`src/rtl/ptrn_pkg.sv`:
```
package ptrn_pkg;

  localparam int LFSR_W = 31;
  localparam int TAP_W  = 5;

  typedef logic [2:0] mode_t;

  localparam mode_t MODE_OFF  = 3'b000;
  localparam mode_t MODE_ALT  = 3'b001;
  localparam mode_t MODE_P7   = 3'b010;
  localparam mode_t MODE_P23  = 3'b011;
  localparam mode_t MODE_P31  = 3'b100;
  localparam mode_t MODE_USER = 3'b101;

  // strobes and decoded settings from control to datapath
  typedef struct packed {
    logic             restart;
    logic             clrFail;
    logic             chkOn;
    logic             isAlt;
    logic             isPrbs;
    logic             isUser;
    logic [TAP_W-1:0] seedLen;
    logic [TAP_W-1:0] tapHi;
    logic [TAP_W-1:0] tapLo;
  } ctl_t;

endpackage

```
`src/rtl/ptrn_ctrl.sv`:
```
module ptrn_ctrl
  import ptrn_pkg::*;
#(
  parameter int USER_W = 20
) (
  input  logic        clk,
  input  logic        rstN,
  input  logic [2:0]  modeSel,
  input  logic        userWr,
  input  logic        clearFail,
  output logic [2:0]  modeQ,
  output ctl_t        ctl
);

  localparam logic [TAP_W-1:0] USER_SEED = TAP_W'(USER_W);

  always_ff @(posedge clk or negedge rstN) begin
    if (!rstN) modeQ <= MODE_OFF;
    else       modeQ <= modeSel;
  end

  always_comb begin
    ctl          = '0;
    ctl.restart  = (modeSel != modeQ) | userWr;
    ctl.clrFail  = clearFail;
    unique case (modeQ)
      MODE_ALT: begin
        ctl.isAlt   = 1'b1;
        ctl.seedLen = 5'd1;
      end
      MODE_P7: begin
        ctl.isPrbs  = 1'b1;
        ctl.seedLen = 5'd7;
        ctl.tapHi   = 5'd6;
        ctl.tapLo   = 5'd5;
      end
      MODE_P23: begin
        ctl.isPrbs  = 1'b1;
        ctl.seedLen = 5'd23;
        ctl.tapHi   = 5'd22;
        ctl.tapLo   = 5'd17;
      end
      MODE_P31: begin
        ctl.isPrbs  = 1'b1;
        ctl.seedLen = 5'd31;
        ctl.tapHi   = 5'd30;
        ctl.tapLo   = 5'd27;
      end
      MODE_USER: begin
        ctl.isUser  = 1'b1;
        ctl.seedLen = USER_SEED;
      end
      default: ;
    endcase
    ctl.chkOn = ctl.isAlt | ctl.isPrbs | ctl.isUser;
  end

endmodule

```
`src/rtl/ptrn_dpath.sv`:
```
module ptrn_dpath
  import ptrn_pkg::*;
#(
  parameter int          USER_W    = 20,
  parameter logic [19:0] USER_INIT = 20'h66666
) (
  input  logic              clk,
  input  logic              rstN,
  input  ctl_t              ctl,
  input  logic              userWr,
  input  logic [USER_W-1:0] userData,
  input  logic              rxBit,
  output logic              txBit,
  output logic              failFlag,
  output logic              rxLocked
);

  localparam int PTR_W = $clog2(USER_W);
  localparam logic [PTR_W-1:0] PTR_LAST = PTR_W'(USER_W - 1);

  logic [USER_W-1:0] userQ;
  logic [LFSR_W-1:0] genQ;
  logic              altQ;
  logic [PTR_W-1:0]  genPtr;
  logic              genFb;

  logic [LFSR_W-1:0] chkQ;
  logic [TAP_W-1:0]  cntQ;
  logic [TAP_W-1:0]  lastIdx;
  logic              lockQ;
  logic [PTR_W-1:0]  usrPtr;
  logic              failQ;
  logic              predBit;
  logic [USER_W-1:0] winD;

  // user word register
  always_ff @(posedge clk or negedge rstN) begin
    if (!rstN)       userQ <= USER_INIT[USER_W-1:0];
    else if (userWr) userQ <= userData;
  end

  // transmit side
  assign genFb = genQ[ctl.tapHi] ^ genQ[ctl.tapLo];

  always_comb begin
    txBit = 1'b0;
    if (ctl.isAlt)       txBit = altQ;
    else if (ctl.isPrbs) txBit = genFb;
    else if (ctl.isUser) txBit = userQ[PTR_LAST - genPtr];
  end

  always_ff @(posedge clk or negedge rstN) begin
    if (!rstN) begin
      genQ   <= '1;
      altQ   <= 1'b0;
      genPtr <= '0;
    end else if (ctl.restart) begin
      genQ   <= '1;
      altQ   <= 1'b0;
      genPtr <= '0;
    end else begin
      if (ctl.isPrbs) genQ <= {genQ[LFSR_W-2:0], genFb};
      if (ctl.isAlt)  altQ <= ~altQ;
      if (ctl.isUser) genPtr <= (genPtr == PTR_LAST) ? '0 : genPtr + 1'b1;
    end
  end

  // receive side
  assign lastIdx = ctl.seedLen - 5'd1;
  assign winD    = {chkQ[USER_W-2:0], rxBit};

  always_comb begin
    predBit = 1'b0;
    if (ctl.isAlt)       predBit = ~chkQ[0];
    else if (ctl.isPrbs) predBit = chkQ[ctl.tapHi] ^ chkQ[ctl.tapLo];
    else if (ctl.isUser) predBit = userQ[PTR_LAST - usrPtr];
  end

  always_ff @(posedge clk or negedge rstN) begin
    if (!rstN) begin
      chkQ   <= '0;
      cntQ   <= '0;
      lockQ  <= 1'b0;
      usrPtr <= '0;
      failQ  <= 1'b0;
    end else if (ctl.restart) begin
      chkQ   <= '0;
      cntQ   <= '0;
      lockQ  <= 1'b0;
      usrPtr <= '0;
      failQ  <= 1'b0;
    end else begin
      if (ctl.clrFail)
        failQ <= 1'b0;
      else if (lockQ && ctl.chkOn && (rxBit != predBit))
        failQ <= 1'b1;
      if (ctl.chkOn) begin
        chkQ <= {chkQ[LFSR_W-2:0], rxBit};
        if (!lockQ) begin
          if (cntQ != lastIdx) cntQ <= cntQ + 1'b1;
          if ((cntQ == lastIdx) && (!ctl.isUser || (winD == userQ))) begin
            lockQ  <= 1'b1;
            usrPtr <= '0;
          end
        end else if (ctl.isUser) begin
          usrPtr <= (usrPtr == PTR_LAST) ? '0 : usrPtr + 1'b1;
        end
      end
    end
  end

  assign failFlag = failQ;
  assign rxLocked = lockQ;

endmodule

```
`src/rtl/ptrn_bist.sv`:
```
module ptrn_bist
  import ptrn_pkg::*;
#(
  parameter int          USER_W    = 20,
  parameter logic [19:0] USER_INIT = 20'h66666
) (
  input  logic              clk,
  input  logic              rstN,
  input  logic [2:0]        modeSel,
  input  logic              userWr,
  input  logic [USER_W-1:0] userData,
  input  logic              clearFail,
  output logic              txBit,
  input  logic              rxBit,
  output logic              failFlag,
  output logic              rxLocked
);

  ctl_t       ctl;
  logic [2:0] modeQ;

  ptrn_ctrl #(.USER_W(USER_W)) u_ctrl (
    .clk       (clk),
    .rstN      (rstN),
    .modeSel   (modeSel),
    .userWr    (userWr),
    .clearFail (clearFail),
    .modeQ     (modeQ),
    .ctl       (ctl)
  );

  ptrn_dpath #(.USER_W(USER_W), .USER_INIT(USER_INIT)) u_dpath (
    .clk      (clk),
    .rstN     (rstN),
    .ctl      (ctl),
    .userWr   (userWr),
    .userData (userData),
    .rxBit    (rxBit),
    .txBit    (txBit),
    .failFlag (failFlag),
    .rxLocked (rxLocked)
  );

endmodule

```
`config.mk`:
```
export PLATFORM = sky130hd
export DESIGN_NAME = ptrn_bist
export DESIGN_NICKNAME = d
export VERILOG_FILES = /design/src/rtl/ptrn_pkg.sv /design/src/rtl/ptrn_ctrl.sv /design/src/rtl/ptrn_dpath.sv /design/src/rtl/ptrn_bist.sv
export SDC_FILE = /design/constraint.sdc
export NUM_CORES = 1
export LEC_CHECK = 0
export ABC_AREA = 0
export BUFFER_PORTS_ARGS = -buffer_cell sky130_fd_sc_hd__buf_2
export CORE_MARGIN = 3
export CORE_UTILIZATION = 55
export CTS_BUF_LIST = sky130_fd_sc_hd__clkbuf_16
export DETAILED_ROUTE_END_ITERATION = 7
export MAX_ROUTING_LAYER = met4
export PLACE_DENSITY_LB_ADDON = 0.05
export SLEW_MARGIN = 40
export SYNTH_ARGS = -nofsm -noshare
export SYNTH_HDL_FRONTEND = slang
export SYNTH_HIERARCHICAL = 1
export SYNTH_SLANG_ARGS = --single-unit
```
`constraint.sdc`:
```
create_clock -name clk -period 3.7 [get_ports clk]
set_input_delay 0.555 -clock clk [delete_from_list [all_inputs] [get_ports clk]]
set_output_delay 0.555 -clock clk [all_outputs]
set_load 0.05 [all_outputs]
```
==> After elaboration in Yosys (flattened, before gate mapping) <==
Cells that the tools add are included.
W data, S select, Z words.
{ "word_totals": {"regBits": 103, "in_bits": 28, "out_inout_bits": 3, "word_cells": 105} }
{ "op_classes": {"addsub": 6, "order_cmp": 4, "n_eq_ne": 14, "mux": 49, "bitwise": 7, "n_reduce_logical": 15} }
{ "op_table": {"columns": ["op", "n"], "rows": [
  ["$mux W31", 4],
  ["$mux W5", 13],
  ["$bmux W1 S5", 6],
  ["$pmux W10 S3", 1],
  ["$pmux W5 S5", 1],
  ["$lt A5 B6 Y1 const B", 4],
  ["$mux W1", 24],
  ["$eq A20 B20 Y1", 1],
  ["$add A5 B1 Y5 const B", 3],
  ["$eq A5 B5 Y1 const B", 2],
  ["$reduce_bool A2 Y1", 5],
  ["$sub A5 B5 Y5 const A", 2],
  ["$eq A3 B2 Y1 const B", 2],
  ["$eq A3 B3 Y1 const B", 2],
  ["$reduce_and A3 Y1", 2],
  ["$reduce_bool A3 Y1", 2],
  ["$eq A5 B5 Y1", 1],
  ["$ne A5 B5 Y1", 1],
  ["$sub A5 B1 Y5 const B", 1],
  ["$eq A3 B1 Y1 const B", 1],
  ["$logic_and A1 B1 Y1", 3],
  ["$ne A3 B2 Y1 const B", 1],
  ["$ne A3 B3 Y1", 1],
  ["$or A1 B1 Y1", 3],
  ["7 further kinds", 9]
]} }

==> Longest topological paths before layout <==
{ "logic_depth": {"word_depth": 12, "mapped_depth": 14, "depth_no_buf": 14} }

==> Hierarchy <==
Netlist, hierarchy kept.
{ "modules_own_cells": {"columns": ["module", "instances", "cells_each", "area_per_inst_um2", "seq_area_each_um2"], "rows": [
  ["ptrn_dpath", 1, 511, 6099.6, 2553.7],
  ["ptrn_ctrl", 1, 40, 325.3, 75.1]
]} }

==> Worst setup path after synthesis <==
Ideal clock, no wire load.
{ "synth_path": {"path_type": "register to output", "startpoint": "register u_ctrl.modeQ[0]", "endpoint": "output txBit", "arrival_ns": 3.649, "required_time_ns": 3.145, "setup_slack_ns": -0.504, "path_stages_with_launch": 12, "n_path_buf": 3, "cell_sequence": "dfrtp_1 > or3b_4 > nand2_1 > buf_4 > buf_2 > buf_1 > mux4_2 > mux4_2 > mux2i_1 > xor2_1 > a221oi_1 > a21oi_1"} }
{ "synth_lines": {"columns": ["item", "line", "rtl"], "rows": [
  ["from (decl)", "ptrn_ctrl.sv:11", "output logic [2:0] modeQ,"],
  ["from (signal assigned)", "ptrn_ctrl.sv:19", "else modeQ <= modeSel;"],
  ["to (decl)", "ptrn_bist.sv:13", "output logic txBit,"]
]} }

==> summary.md <==
| Metric | Value |
|---|---|
| Status | `complete, but fails checks` |
| Failing checks | `setup timing` |
| Sequential element share of the synthesized area | `0.409` |
| Tcrit/Tclk final | `1.03` |
| Slew margin rel. | `0.569` |
| Fmax | `261 MHz` |
| Reg clk slew, reported paths | `0.08 ns` |
| Worst EP required | `3.14 ns` |
| Area grow syn2layout | `9.85%` |
| DP Area | `0.00670 mm2` |
| Drt drc | `0` |
| Worst vdd ir | `400 uV` |
| Routability cong. | `0.872` |
| Mapped Nets | `589` |
| Clock Skews | `0.00970 ns` |
| Chip width | `114 um` |
| Seq. cell area | `0.00263 mm2` |
| Grt ovf | `0` |
| Setup slack after layout | `-0.129 ns` |
| Num rows | `38` |
| Global-route wire length before repair | `23.4 mm` |
| Vias/cell | `6.21` |
| Worst path depth | `10` |
| Critical path origin | `u_ctrl/modeQ[0]$_DFF_PN0_` |
| Gr usage total | `0.236` |
| Crit path launch type | `register` |
| Post-synthesis cell area | `0.00642 mm2` |
| Post-synth EDFFs | `0` |
| Antenna violations before repair | `0` |
| Non-Filler Instances | `716` |
| Asr flop ratio synth | `1.00` |
| Leakage power | `0.00283 uW` |
| Fin area | `0.00706 mm2` |
| CTS tree | `built` |
| Max FO, Critical Path | `3` |
| Critical path class | `register to output pin` |
| IO Pins | `31` |
| Worst-margin pin slew | `0.647 ns` |
| Setup TNS | `-0.129 ns` |
| Worst-path cell chain | `or3b_4, buf_6, inv_6, mux4_2, mux4_2, mux2i_2, xor2_1, a221oi_2, a21oi_4, buf_6` |
| H-Tree Depth | `3` |
| Cts hold-fix bufs | `0` |
| Port buffer count | `30` |
| Placed insts | `697` |
| DR WL/cell | `19.4 um` |
| Pwr/cell area | `350 mW/mm2` |
| Synth cell types | `56` |
| Clock sink total | `103` |
| Final Hold Fails | `0` |
| DRT Pass-1 Iters | `5` |
| RSZ-0062 raised after global routing | `yes` |
| Hold slack final | `0.178 ns` |
| Die ar. | `0.0130 mm2` |
| Final setup fails | `1` |
| Final HPWL DP | `9.78 mm` |
| Slew Limit Fails | `0` |
| HP Class | `input pin to asynchronous set/reset pin` |
| CP top delay family | `multiplexers` |
| Max stage delay cell, worst path | `mux4_2` |
| Tmin final | `3.83 ns` |
| Largest net degree at the start of global routing | `63` |
| Die Height | `114 um` |
| Vias in the first global route | `4,479` |
| Drt first-iter violations | `242` |
| # diodes | `0` |
| Fillers | `911` |
| Clock latency on the worst-skew pair | `0.36 ns` |
| Total number of yosys warnings | `6` |
| CTS Buf Count | `9` |
| Initial Util | `0.577` |
| Reg2Reg Depth | `15` |
| Layout cell share with drive strength beyond 1 | `0.323` |
| Mapped Avg Cell Area | `11.7 um2` |
| DR vias | `4,449` |
| Top FF cell, synth | `dfrtp_1` |
| CP Capture Type | `output pin` |
| Clock root cell | `clkbuf_16` |
| Overall routed net length | `13.9 mm` |
| Crit path buffers/inverters | `3` |
| R2r endpoint | `u_dpath/usrPtr[0]$_DFFE_PN0P_` |
| FF-to-FF setup slack | `0.23 ns` |
| Max cap viols | `0` |
| Multi-input logic area | `0.00356 mm2` |
| Synth Instances | `551` |
| Arrival time worst endpoint | `3.27 ns` |
| Fin nets | `609` |
| CP endpoint | `txBit` |
| Clock Path Buffers | `2` |
| Yosys reg bits | `103` |
| Reg-to-Reg Start | `u_ctrl/modeQ[0]$_DFF_PN0_` |
| Biggest cell delay along the critical path | `0.49 ns` |
| DRT antenna net count | `0` |
| Core area | `0.0111 mm2` |
## report_power, final
part | internal [uW] | leakage, uW | switching (uW)
Combinational | 160 | 0.00142 | 178
Sequential | 1170 | 0.00127 | 38.3
Clock | 467 | 0.000135 | 458
## cells by family (layout without fill, tap and decap cells)
family / Yosys count / in the layout / synth area share
muxes: 111 / 111 / 0.259
AOI/OAI and AO/OA: 79 / 79 / 0.0939
xor gates and xnor gates: 37 / 37 / 0.0504
buffers and inverters: 63 / 87 / 0.0463
other: 1 / 1 / 0.000584
DFF: 103 / 103 / 0.409
adders and majority gates: 10 / 10 / 0.0195
and+or+nand+nor: 147 / 148 / 0.121
## cells in the mapped netlist, types with 3 or more instances
master | instances | area (um2)
a211o_1 | 30 | 263
mux2_2 | 24 | 270
clkbuf_1 | 23 | 86.3
nand2_1 | 13 | 48.8
nor2_1 | 51 | 191
nand2b_1 | 7 | 43.8
nand3b_1 | 6 | 45.0
nor3_1 | 7 | 35.0
buf_2 | 4 | 20.0
mux4_2 | 42 | 946
nand4_1 | 11 | 68.8
xor2_1 | 16 | 140
buf_6 | 3 | 33.8
buf_1 | 4 | 15.0
o21ai_1 | 3 | 15.0
nand3_1 | 6 | 30.0
mux2i_1 | 45 | 450
a21oi_1 | 8 | 40.0
inv_1 | 20 | 75.1
ha_1 | 10 | 125
o21ai_0 | 11 | 55.1
buf_4 | 9 | 67.6
xnor2_1 | 21 | 184
a31oi_1 | 5 | 31.3
dfrtp_1 | 62 | 1550
dfstp_2 | 41 | 1080
and2_1 | 31 | 194
## per-stage QoR
| step | setup slack [ns] | utilization | total power, uW |
|---|---|---|---|
| after floorplan | 0.0619 | - | 1460 |
| after global placement | 0.0752 | 0.602 | 1550 |
| after detailed placement | 0.00241 | 0.602 | 1560 |
| after CTS | -0.120 | 0.632 | 2500 |
| after global routing | -0.190 | 0.634 | 2590 |
| final | -0.129 | 0.634 | 2470 |
## sequential cells by signal, indices dropped and copies added (netlist names)
| register | cells |
|---|---|
| u_dpath/userQ | 20 |
| u_dpath/failFlag | 1 |
| u_dpath/altQ | 1 |
| u_dpath/cntQ | 5 |
| u_dpath/usrPtr | 5 |
| u_ctrl/modeQ | 3 |
| u_dpath/rxLocked | 1 |
| u_dpath/genQ | 31 |
| u_dpath/genPtr | 5 |
| u_dpath/chkQ | 31 |
## area by class of cell
type / count / area share
multi-input combinational: 386 / 0.505
sequential: 103 / 0.372
timing repair buffer: 51 / 0.0470
clock buffer: 9 / 0.0319
tap: 140 / 0.0248
inverter: 20 / 0.0113
clock inverter: 7 / 0.00780
## worst min-delay path by stage
stage                                          to  depth (start not counted)
floorplan               u_ctrl/modeQ[0]$_DFF_PN0_                          0
global placement     u_dpath/chkQ[30]$_DFFE_PN0P_                          2
detailed placement  u_dpath/genPtr[3]$_DFFE_PN0P_                          1
CTS                  u_dpath/chkQ[24]$_DFFE_PN0P_                          1
global route         u_dpath/chkQ[24]$_DFFE_PN0P_                          1
finish               u_dpath/chkQ[24]$_DFFE_PN0P_                          1
## placed cells by master (no fill, tap or decap), types with 7 or more instances in the layout
cell       synthesis  routed
nand2_1           13      11
nor3_1             7       7
inv_1             20      18
mux2i_1           45      44
o21ai_0           11      10
clkbuf_16          0       9
buf_4              9      19
buf_2              4      28
a211o_1           30      30
ha_1              10      10
nand4_1           11      11
nor2_1            51      51
and2_1            31      31
dfrtp_1           62      62
xor2_1            16      16
xnor2_1           21      21
nand2b_1           7       7
dfstp_2           41      41
mux4_2            42      42
mux2_2            24      24
## worst register-to-register path: cells and delay by family (launching register included)
kind            cells  cell delay [ns]
fa+ha+maj           1             0.22
simple gates        4             0.89
buf+inv             4             0.49
compound gates      5             1.02
flops               1             0.38
mux                 1             0.36
## routing by layer
metal	up-vias	track usage	wire (um)
met1	2273	0.310	6050
met4	0	0.0633	240
met5	-	-	0
met3	18	0.0523	528
li1	2071	-	-
met2	87	0.375	7070
## repair_timing
action / in CTS / in global routing
setup endpoints to repair: 1 / 1
setup buffers: 2 / 0
pin swaps: 4 / 3
cloned: 0 / 1
gates resized for setup: 10 / 4
(Power assumes the default switching activity.)
